`config.mk`:
```
export PLATFORM = sky130hd
export DESIGN_NAME = f2i_trunc
export DESIGN_NICKNAME = d
export VERILOG_FILES = /design/src/rtl/f2i_pkg.sv /design/src/rtl/f2i_align.sv /design/src/rtl/f2i_range.sv /design/src/rtl/f2i_trunc.sv
export SDC_FILE = /design/constraint.sdc
export NUM_CORES = 1
export LEC_CHECK = 0
export ABC_AREA = 1
export BUFFER_PORTS_ARGS = -buffer_cell sky130_fd_sc_hd__clkbuf_2
export CAP_MARGIN = 40
export CORE_ASPECT_RATIO = 1.4
export CORE_MARGIN = 5
export CORE_UTILIZATION = 52
export CTS_BUF_LIST = sky130_fd_sc_hd__clkbuf_8
export DETAILED_ROUTE_END_ITERATION = 12
export HOLD_SLACK_MARGIN = 0.06
export PLACE_DENSITY = 0.8
export SLEW_MARGIN = 20
export SYNTH_ARGS = -nofsm -noshare
export SYNTH_HDL_FRONTEND = slang
export SYNTH_SLANG_ARGS = --single-unit
```
`constraint.sdc`:
```
create_clock -name clk -period 2.7 [get_ports clk]
set_input_delay 0.135 -clock clk [delete_from_list [all_inputs] [get_ports clk]]
set_output_delay 0.135 -clock clk [all_outputs]
set_load 0.01 [all_outputs]
```
`src/rtl/f2i_pkg.sv`:
```
// Shared types for the float-to-integer converter.
// Assumes the two-bit class code is produced by an upstream unpacker.
package f2i_pkg;
    typedef enum logic [1:0] {
        CLS_ZERO = 2'd0,
        CLS_NUM  = 2'd1,
        CLS_INF  = 2'd2,
        CLS_NAN  = 2'd3
    } f2i_class_e;
endpackage

```
`src/rtl/f2i_align.sv`:
```
// Aligns the mantissa to the integer binary point.
// Produces the truncated magnitude and a sticky bit for the discarded fraction.
// Assumes MANT_W > INT_W. The leading one sits at bit MANT_W-1.
// A negative exponent discards the whole mantissa.
module f2i_align #(
    parameter int MANT_W = 64,
    parameter int EXP_W  = 16,
    parameter int INT_W  = 32
) (
    input  logic [MANT_W-1:0]       mant,
    input  logic signed [EXP_W-1:0] exp_in,
    output logic [INT_W-1:0]        mag,
    output logic                    sticky,
    output logic                    exp_big
);
    localparam int SH_W    = $clog2(MANT_W) + 1;
    localparam int LOG_INT = $clog2(INT_W);

    logic              exp_neg;
    logic [SH_W-1:0]   sh;
    logic [MANT_W-1:0] shifted;
    logic [MANT_W-1:0] lost_mask;

    // Classify the exponent range and form the right-shift amount.
    always_comb begin
        exp_neg   = exp_in[EXP_W-1];
        exp_big   = !exp_neg && (exp_in >= $signed(EXP_W'(INT_W)));
        sh        = SH_W'(MANT_W - 1) - SH_W'(exp_in[LOG_INT-1:0]);
        shifted   = mant >> sh;
        lost_mask = ~({MANT_W{1'b1}} << sh);
    end

    // Select the magnitude and sticky bit for the exponent range.
    always_comb begin
        if (exp_neg) begin
            mag    = '0;
            sticky = |mant;
        end else if (exp_big) begin
            mag    = '0;
            sticky = 1'b0;
        end else begin
            mag    = shifted[INT_W-1:0];
            sticky = |(mant & lost_mask);
        end
    end
endmodule

```
`src/rtl/f2i_range.sv`:
```
// Applies the sign-dependent range test, saturation and negation.
// Assumes mag is already truncated toward zero.
module f2i_range
    import f2i_pkg::*;
#(
    parameter int INT_W = 32
) (
    input  f2i_class_e       cls,
    input  logic             sign,
    input  logic             exp_big,
    input  logic [INT_W-1:0] mag,
    input  logic             sticky,
    output logic [INT_W-1:0] res,
    output logic             inexact,
    output logic             operr
);
    localparam logic [INT_W:0]   LIMIT = (INT_W+1)'(1) << (INT_W - 1);
    localparam logic [INT_W-1:0] MAXP  = {1'b0, {(INT_W-1){1'b1}}};

    logic             num_ovf;
    logic [INT_W-1:0] sat;

    // Range test after truncation; the limit grows by one for negatives.
    always_comb begin
        num_ovf = exp_big || ({1'b0, mag} >= (LIMIT + (INT_W+1)'(sign)));
        sat     = MAXP + INT_W'(sign);
    end

    // Pick the result and flags by operand class.
    always_comb begin
        res     = '0;
        inexact = 1'b0;
        operr   = 1'b0;
        case (cls)
            CLS_ZERO: ;
            CLS_NUM: begin
                if (num_ovf) begin
                    res   = sat;
                    operr = 1'b1;
                end else begin
                    res     = sign ? (~mag + INT_W'(1)) : mag;
                    inexact = sticky;
                end
            end
            default: begin
                res   = sat;
                operr = 1'b1;
            end
        endcase
    end
endmodule

```
`src/rtl/f2i_trunc.sv`:
```
// Float-to-signed-integer converter that truncates toward zero.
// One register stage. Outputs hold while no operand is presented.
// Assumes an unpacked operand with the leading mantissa one explicit.
module f2i_trunc
    import f2i_pkg::*;
#(
    parameter int MANT_W = 64,
    parameter int EXP_W  = 16,
    parameter int INT_W  = 32
) (
    input  logic              clk,
    input  logic              rst_n,
    input  logic              in_valid,
    input  logic [1:0]        in_class,
    input  logic              in_sign,
    input  logic [EXP_W-1:0]  in_exp,
    input  logic [MANT_W-1:0] in_mant,
    output logic              out_valid,
    output logic [INT_W-1:0]  out_int,
    output logic              out_inexact,
    output logic              out_operr
);
    logic [INT_W-1:0] mag;
    logic             sticky;
    logic             exp_big;
    logic [INT_W-1:0] res;
    logic             inexact;
    logic             operr;

    f2i_align #(.MANT_W(MANT_W), .EXP_W(EXP_W), .INT_W(INT_W)) i_align (
        .mant    (in_mant),
        .exp_in  ($signed(in_exp)),
        .mag     (mag),
        .sticky  (sticky),
        .exp_big (exp_big)
    );

    f2i_range #(.INT_W(INT_W)) i_range (
        .cls     (f2i_class_e'(in_class)),
        .sign    (in_sign),
        .exp_big (exp_big),
        .mag     (mag),
        .sticky  (sticky),
        .res     (res),
        .inexact (inexact),
        .operr   (operr)
    );

    // Output register: capture a result on each valid operand.
    always_ff @(posedge clk) begin
        if (!rst_n) begin
            out_valid   <= 1'b0;
            out_int     <= '0;
            out_inexact <= 1'b0;
            out_operr   <= 1'b0;
        end else begin
            out_valid <= in_valid;
            if (in_valid) begin
                out_int     <= res;
                out_inexact <= inexact;
                out_operr   <= operr;
            end
        end
    end
endmodule

```
# Yosys cells after proc, flatten, opt, wreduce, memory -nomap -nowiden
# Index checks and enable logic that the tools add are counted.
# op_classes
n_eq_ne	1
bitwise	3
reduce_logical	6
div_mod_pow	0
shift	2
mux	11
mul	0
addsub	4
n_lt_le_gt_ge	2
# op_table
op	n
two-way mux 32 bit	4
OR reduction 64 bit	2
bitwise AND 64 bit	1
NOT 64 bit	1
case mux 32 bit (2 select lines)	1
left shift 64 x 7 -> 64 bit (first input constant)	1
right shift 64 x 7 -> 32 bit	1
adder 32 x 1 -> 33 bit (first input constant)	1
>= comparator 32 x 33 -> 1 bit	1
adder 31 x 1 -> 32 bit (first input constant)	1
adder 32 x 1 -> 32 bit (second input constant)	1
NOT 32 bit	1
>= comparator 16 x 7 -> 1 bit (second input constant)	1
subtractor 6 x 5 -> 7 bit (first input constant)	1
two-way mux 1 bit	5
== test 2 x 1 -> 1 bit (second input constant)	1
logical NOT 2 bit	1
case mux 1 bit (2 select lines)	1
logical AND 1 bit	1
logical NOT 1 bit	1
logical OR 1 bit	1
# word_totals
latch_bits	0
mem_count	0
register_bits	35
out_inout_bits	35
input_bits	86
ramBits	0
romBits	0

# Depth between registers and ports, before layout
# depth
word_depth	9
ltp_mapped	27
depth_no_buf	24

# Hierarchy
# From an unflattened synthesis, not the netlist that was laid out.
# hier_totals
cells_unflattened	1058
hier_area_um2	5208.7
# modules_own_cells
module	area_per_inst_um2	cells_each	n_inst	seq_area_each_um2
f2i_align	2337.2	531	1	0.0
f2i_range	1446.4	308	1	0.0
f2i_trunc	1425.1	219	1	700.7

# Worst setup path before layout
# Ideal clock, no wire load.
# synth_path
path_kind	input -> register
start	input in_exp[7]
end	register out_int[29]
required_time_ns	2.632
path_buffers	3
arrival_ns	2.616
slack_ns	0.016
path_stages	22
cell_sequence	nor3_1 > nand3_1 > inv_2 > buf_4 > nand3_1 > nand2_1 > inv_1 > ha_1 > nand3_1 > nor2_1 > nand2_1 > nor2_1 > nand2_1 > nor2_1 > nand3_2 > nand3_4 > inv_2 > buf_6 > buf_6 > nand3_2 > nand2_1 > a21oi_2
# synth_between
elab_chain_len	9
# synth_lines
item	line	text
from (decl)	f2i_trunc.sv:16	input logic [EXP_W-1:0] in_exp,
>= comparator 16 x 7 -> 1 bit *	f2i_align.sv:27	exp_big = !exp_neg && (exp_in >= $signed(EXP_W'(INT_W)));
logical AND 1 bit *	f2i_align.sv:27	
two-way mux 32 bit	f2i_align.sv:38	end else if (exp_big) begin
two-way mux 32 bit	f2i_align.sv:35	if (exp_neg) begin
NOT 32 bit	f2i_range.sv:41	res = sign ? (~mag + INT_W'(1)) : mag;
adder 32 x 1 -> 32 bit	f2i_range.sv:41	
two-way mux 32 bit	f2i_range.sv:41	
two-way mux 32 bit *	f2i_range.sv:37	if (num_ovf) begin
case mux 32 bit (2 select lines) *	f2i_range.sv:34	case (cls)
to (signal assigned)	f2i_trunc.sv:59	out_int <= res;
to (decl)	f2i_trunc.sv:19	output logic [INT_W-1:0] out_int,
# Every way passes the cells marked *; elsewhere a longest branch is shown, timed or not.
# A chain may end at the register's enable or synchronous reset.

# Worst setup path after layout
# layout_path
start	input in_exp[2]
end	register out_int[17]
# layout_between
elab_chain_len	9
# layout_lines
item	line
subtractor 6 x 5 -> 7 bit or >= comparator 16 x 7 -> 1 bit (tied branches)	f2i_align.sv:28, f2i_align.sv:27
right shift 64 x 7 -> 32 bit or logical AND 1 bit (tied branches)	f2i_align.sv:29, f2i_align.sv:27
two-way mux 32 bit	f2i_align.sv:38
two-way mux 32 bit	f2i_align.sv:35
NOT 32 bit	f2i_range.sv:41
adder 32 x 1 -> 32 bit	f2i_range.sv:41
two-way mux 32 bit	f2i_range.sv:41
two-way mux 32 bit *	f2i_range.sv:37
case mux 32 bit (2 select lines) *	f2i_range.sv:34
# Marks and branches as above.

==> impl.org <==
** Yosys
- A synthesized cell averages 5.44 sq um.
- Synthesis handed over a netlist of 965 instances.
- After synthesis, the largest family of logic cells by area is simple AND/OR/NAND/NOR gates.
- Nets in the synthesized netlist :: 1053
- The area fraction in compound gates after synthesis came to 0.134.
- Synthesis instantiated 46 different standard cells from the library.
- Of the total synthesized cell area, the portion taken by full adders, half adders and majority gates is 0.00477.
- Count of flip-flops with a built-in enable after synthesis :: 0
- Dominant register cell in the synthesized netlist :: dfxtp_1
- The portion of synthesized area spent on multiplexers is 0.
- Synth warnings :: 0
- Post-synthesis instance area :: 5250 sq um
- Simple-gate area share of the yosys netlist :: 0.604
- In the synthesized netlist the async set-or-reset flop fraction comes to 0.
- Of the total synthesized cell area, the portion taken by XOR and XNOR cells is 0.00835.
- Sequential area share after synthesis :: 0.134
- In this run, synthesis produced a sequential element count of 35.

** Setup path
- Worst path arrival time :: 2700 ps
- On the critical path the largest part of the delay comes from simple AND/OR/NAND/NOR gates.
- Reg-to-reg critical path endpoint :: out_int[4]$_SDFFE_PN0P_
- Together, buffers and inverters on the worst path number 6.
- Walking the worst path, the cells encountered are clkbuf_2 > inv_2 > buf_4 > nand3_1 > nand3_1 > buf_4 > nand3_2 > nand2_1 > buf_4 > nor2_1 > nand4_1 > nor2_2 > nand3_2 > nand3_4 > buf_6 > nand2_1 > nand2_1 > nor2_1 > nor2_1 > nor2_1.
- The most critical setup path has its endpoint at out_int[17]$_SDFFE_PN0P_.
- The worst setup path is captured at a register.
- In this design, the critical path's most frequently occurring cell is nor2_1.
- CP Class :: input port to register
- Required @ worst endpoint :: 2880 ps
- Along the worst path, the maximum fanout reaches 9.
- The worst register-to-register path begins at out_int[4]$_SDFFE_PN0P_.
- CP Launch Type :: input port
- WP depth :: 20
- In this design, the stage delay of the slowest critical-path cell is 230 ps.
- Cell at the slowest stage of the critical path :: clkbuf_2
- The worst register-to-register path has a depth of 2.
- Setup slack on the worst reg-to-reg path comes out at 1890 ps.
- In this run the worst setup path begins at in_exp[2].

** Drt
- Wire length per cell :: roughly 17 um
- Final WL :: 23.0 mm
- For this run, design rule violations remaining after detail routing come to 0.
- After the first detailed-routing iteration, the DRC count stood at 635.
- In the routed layout, each cell is associated on average with a via count of approximately 6.
- Total vias in the final route :: around 8000
- The count of nets left with antenna violations once routing finished came out at 0.
- The first TritonRoute pass finished after 6 iterations.

** Power and ir drop
- Combinational group share of total power :: 0.481
- Net Switching :: about 0.72 mW
- IR analysis of the VDD net gives a maximum drop of 0.151 mV.
- Net switching share of the total power :: 0.393
- Leakage :: 4.03 nW
- The share of total power dissipated in the clock network is 0.206.
- Power per standard cell area :: 246 nW/um^2
- The share of total power dissipated in sequential elements is 0.313.
- The internal power of the cells totals 1.11 mW.
- The design draws around 1.8 mW.

** STA
- At the pin with the least slew margin, the transition time is 639 ps.
- Setup violations remaining at the end of the flow were counted as 0.
- Final hold slack :: between 100 and 150 ps
- Ratio of final minimum period to clock period :: 0.932
- For the finished layout, the period the worst path requires is 2520 ps.
- The max-slew violation total from the final report came to 0.
- Static timing analysis puts the maximum clock frequency at 397 MHz.
- On the final layout, the worst clock skew is 0 ps.
- Total count of hold-check failures in the final report :: 0
- Worst-case headroom to the max-slew limit :: 0.570

** Layout
- From synthesis to final layout, the design area changed by 41.0%.
- Finished layout cell area :: about 7400 sq um
- Post-layout instance count excluding filler cells :: 1347
- The filler cells instantiated in the layout total 884.
- Commonest cells after routing, fill and taps aside :: nand2_1 (308), nand3_1 (198), buf_4 (156)
- The library cell used most frequently in the layout, excluding fill and tap cells, is nand2_1.
- After the last flow step, the layout net total stands at 1300.
- Fraction of final layout cells with drive strength greater than 1 :: 0.334
- For this run, the share of the core covered by cells in the final layout is 0.747.
- 0 antenna diodes ended up in the layout.

** Flow run
- The tool flagged a number of max-cap violations equal to 0.

** Placement
- Input/output buffers :: 120
- The placed instances occupy a cell area of 6950 sq um.
- Final RePlAce weighted congestion :: 1.04
- Detailed placement finished with a half-perimeter wire length of 17.9 mm.
- Once placement completed, the tool counted placed cells totaling 1322.

** Die
- The floorplan step defined a core boundary enclosing 9900 sq um.
- Effective utilization at floorplan :: 0.530
- Die extent in y :: 129 um
- The die covers roughly 12000 sq um.
- Count of pins on the block boundary :: 121
- Row count :: 43
- In this run the horizontal extent of the chip is about 95 um.

** Worst hold path
- Class of the most critical hold timing path :: input port to register

** GRT
- For met3 alone, demand over resource in global routing was 0.0240.
- For met1 alone, demand over resource in global routing was 0.362.
- Number of global-route vias before repair :: 7449
- Antenna violations before repair :: 0
- Residual overflow from global routing :: 0
- Largest net degree at the start of global routing :: 45
- For met2 alone, demand over resource in global routing was 0.654.
- GRT busiest layer :: met2
- First-pass GRT wire length :: 34.7 mm
- Overall Global Routing Usage :: 0.357

** CTS
- CTS clk-pin slew, worst paths :: 60 ps
- Count of H-tree levels built during CTS :: 2
- Number of clock sinks :: 35
- The clock reaches the later pin of the worst-skew pair after a little under 300 ps.
- The number of clock buffers added by TritonCTS is 5.
- No sink is reached through more buffers than the 2 on the longest clock path.
- TritonCTS built the clock tree.
- The tree is rooted in a clkbuf_8.
- Buffers inserted to repair hold after CTS numbered 0.

** Outcome
- Result of the run :: complete, no violations
cells in the mapped netlist (4+ instances only):
library cell	count	area, sq um
a21oi_2	10	87.6
xor2_1	4	35.0
buf_2	17	85.1
nor3_1	12	60.1
nand4_1	11	68.8
or2_2	6	37.5
inv_2	13	48.8
inv_1	56	210
nor2_1	51	191
dfxtp_1	35	701
nand3_1	211	1060
nand3_2	26	260
nor4_1	14	87.6
nand2_1	310	1160
nand2_2	18	113
a21oi_1	35	175
buf_4	9	67.6
buf_6	10	113
nor2_2	5	31.3
o21ai_0	58	290
clkbuf_1	17	63.8
nand3b_1	5	37.5
metrics by stage:
| step | TNS [ps] | worst slack, ps |
|---|---|---|
| after CTS | 0 | 31.7 |
| after floorplan | 0 | 15.6 |
| after detailed placement | -9420 | -368 |
| final | 0 | 184 |
| after global placement | -7840 | -280 |
| after global routing | -474 | -107 |
cell type report:
| class | count | area (sq um) | area share |
|---|---|---|---|
| Tap cell | 135 | 169 | 0.0228 |
| Clock inverter | 1 | 5.00 | 0.000676 |
| Clock buffer | 6 | 82.6 | 0.0112 |
| Sequential cell | 35 | 701 | 0.0947 |
| Multi-Input combinational cell | 806 | 4040 | 0.546 |
| Inverter | 71 | 284 | 0.0384 |
| Timing Repair inverter | 1 | 8.76 | 0.00118 |
| Timing Repair Buffer | 292 | 2110 | 0.285 |
state kept, by name, indices dropped and copies added, names as in the netlist:
| register | cells |
|---|---|
| out_operr | 1 |
| out_valid | 1 |
| out_inexact | 1 |
| out_int | 32 |
worst reg2reg max path: stages (launching register included):
cell     delay [ps]
dfxtp_1         330
o21ai_0         300
a21oi_2          60
timing repair:
action | CTS | global route
resized for setup | 1 | 36
pin swaps | 1 | 9
cloned | 1 | 5
buffers inserted | 0 | 12
setup endpoints to repair | 17 | 34
cell families (layout without fill, tap and decap cells):
kind of cell / count (synthesis) / after routing
buffers and inverters: 125 / 371
AO/OA/AOI/OAI: 123 / 124
adder cells (fa/ha/maj): 2 / 2
flip-flops: 35 / 35
XOR/XNOR: 5 / 5
AND/OR/NAND/NOR: 675 / 675
power by group through the flow:
stage          Clock, mW  Sequential, mW  Combinational, mW
6_report           0.375           0.570              0.877
5_1_grt            0.391           0.572              0.950
4_1_cts            0.374           0.569              0.793
3_5_place_dp           0           0.580              0.785
3_3_place_gp           0           0.576              0.777
2_1_floorplan          0           0.594              0.430
worst min-delay path by stage:
stage | from | end | cells after the start
after floorplan | rst_n | out_operr$_SDFFE_PN0P_ | 2
after global placement | in_class[0] | out_operr$_SDFFE_PN0P_ | 3
after detailed placement | in_class[0] | out_operr$_SDFFE_PN0P_ | 3
after CTS | in_class[0] | out_operr$_SDFFE_PN0P_ | 3
after global routing | in_class[0] | out_operr$_SDFFE_PN0P_ | 3
final | in_class[0] | out_operr$_SDFFE_PN0P_ | 3
per-layer routing:
layer	vias to the layer above	share of wire
met2	489	0.50
li1	3747	-
met5	-	0
met3	174	0.065
met1	3496	0.34
met4	0	0.10
(Power assumes the default switching activity.)
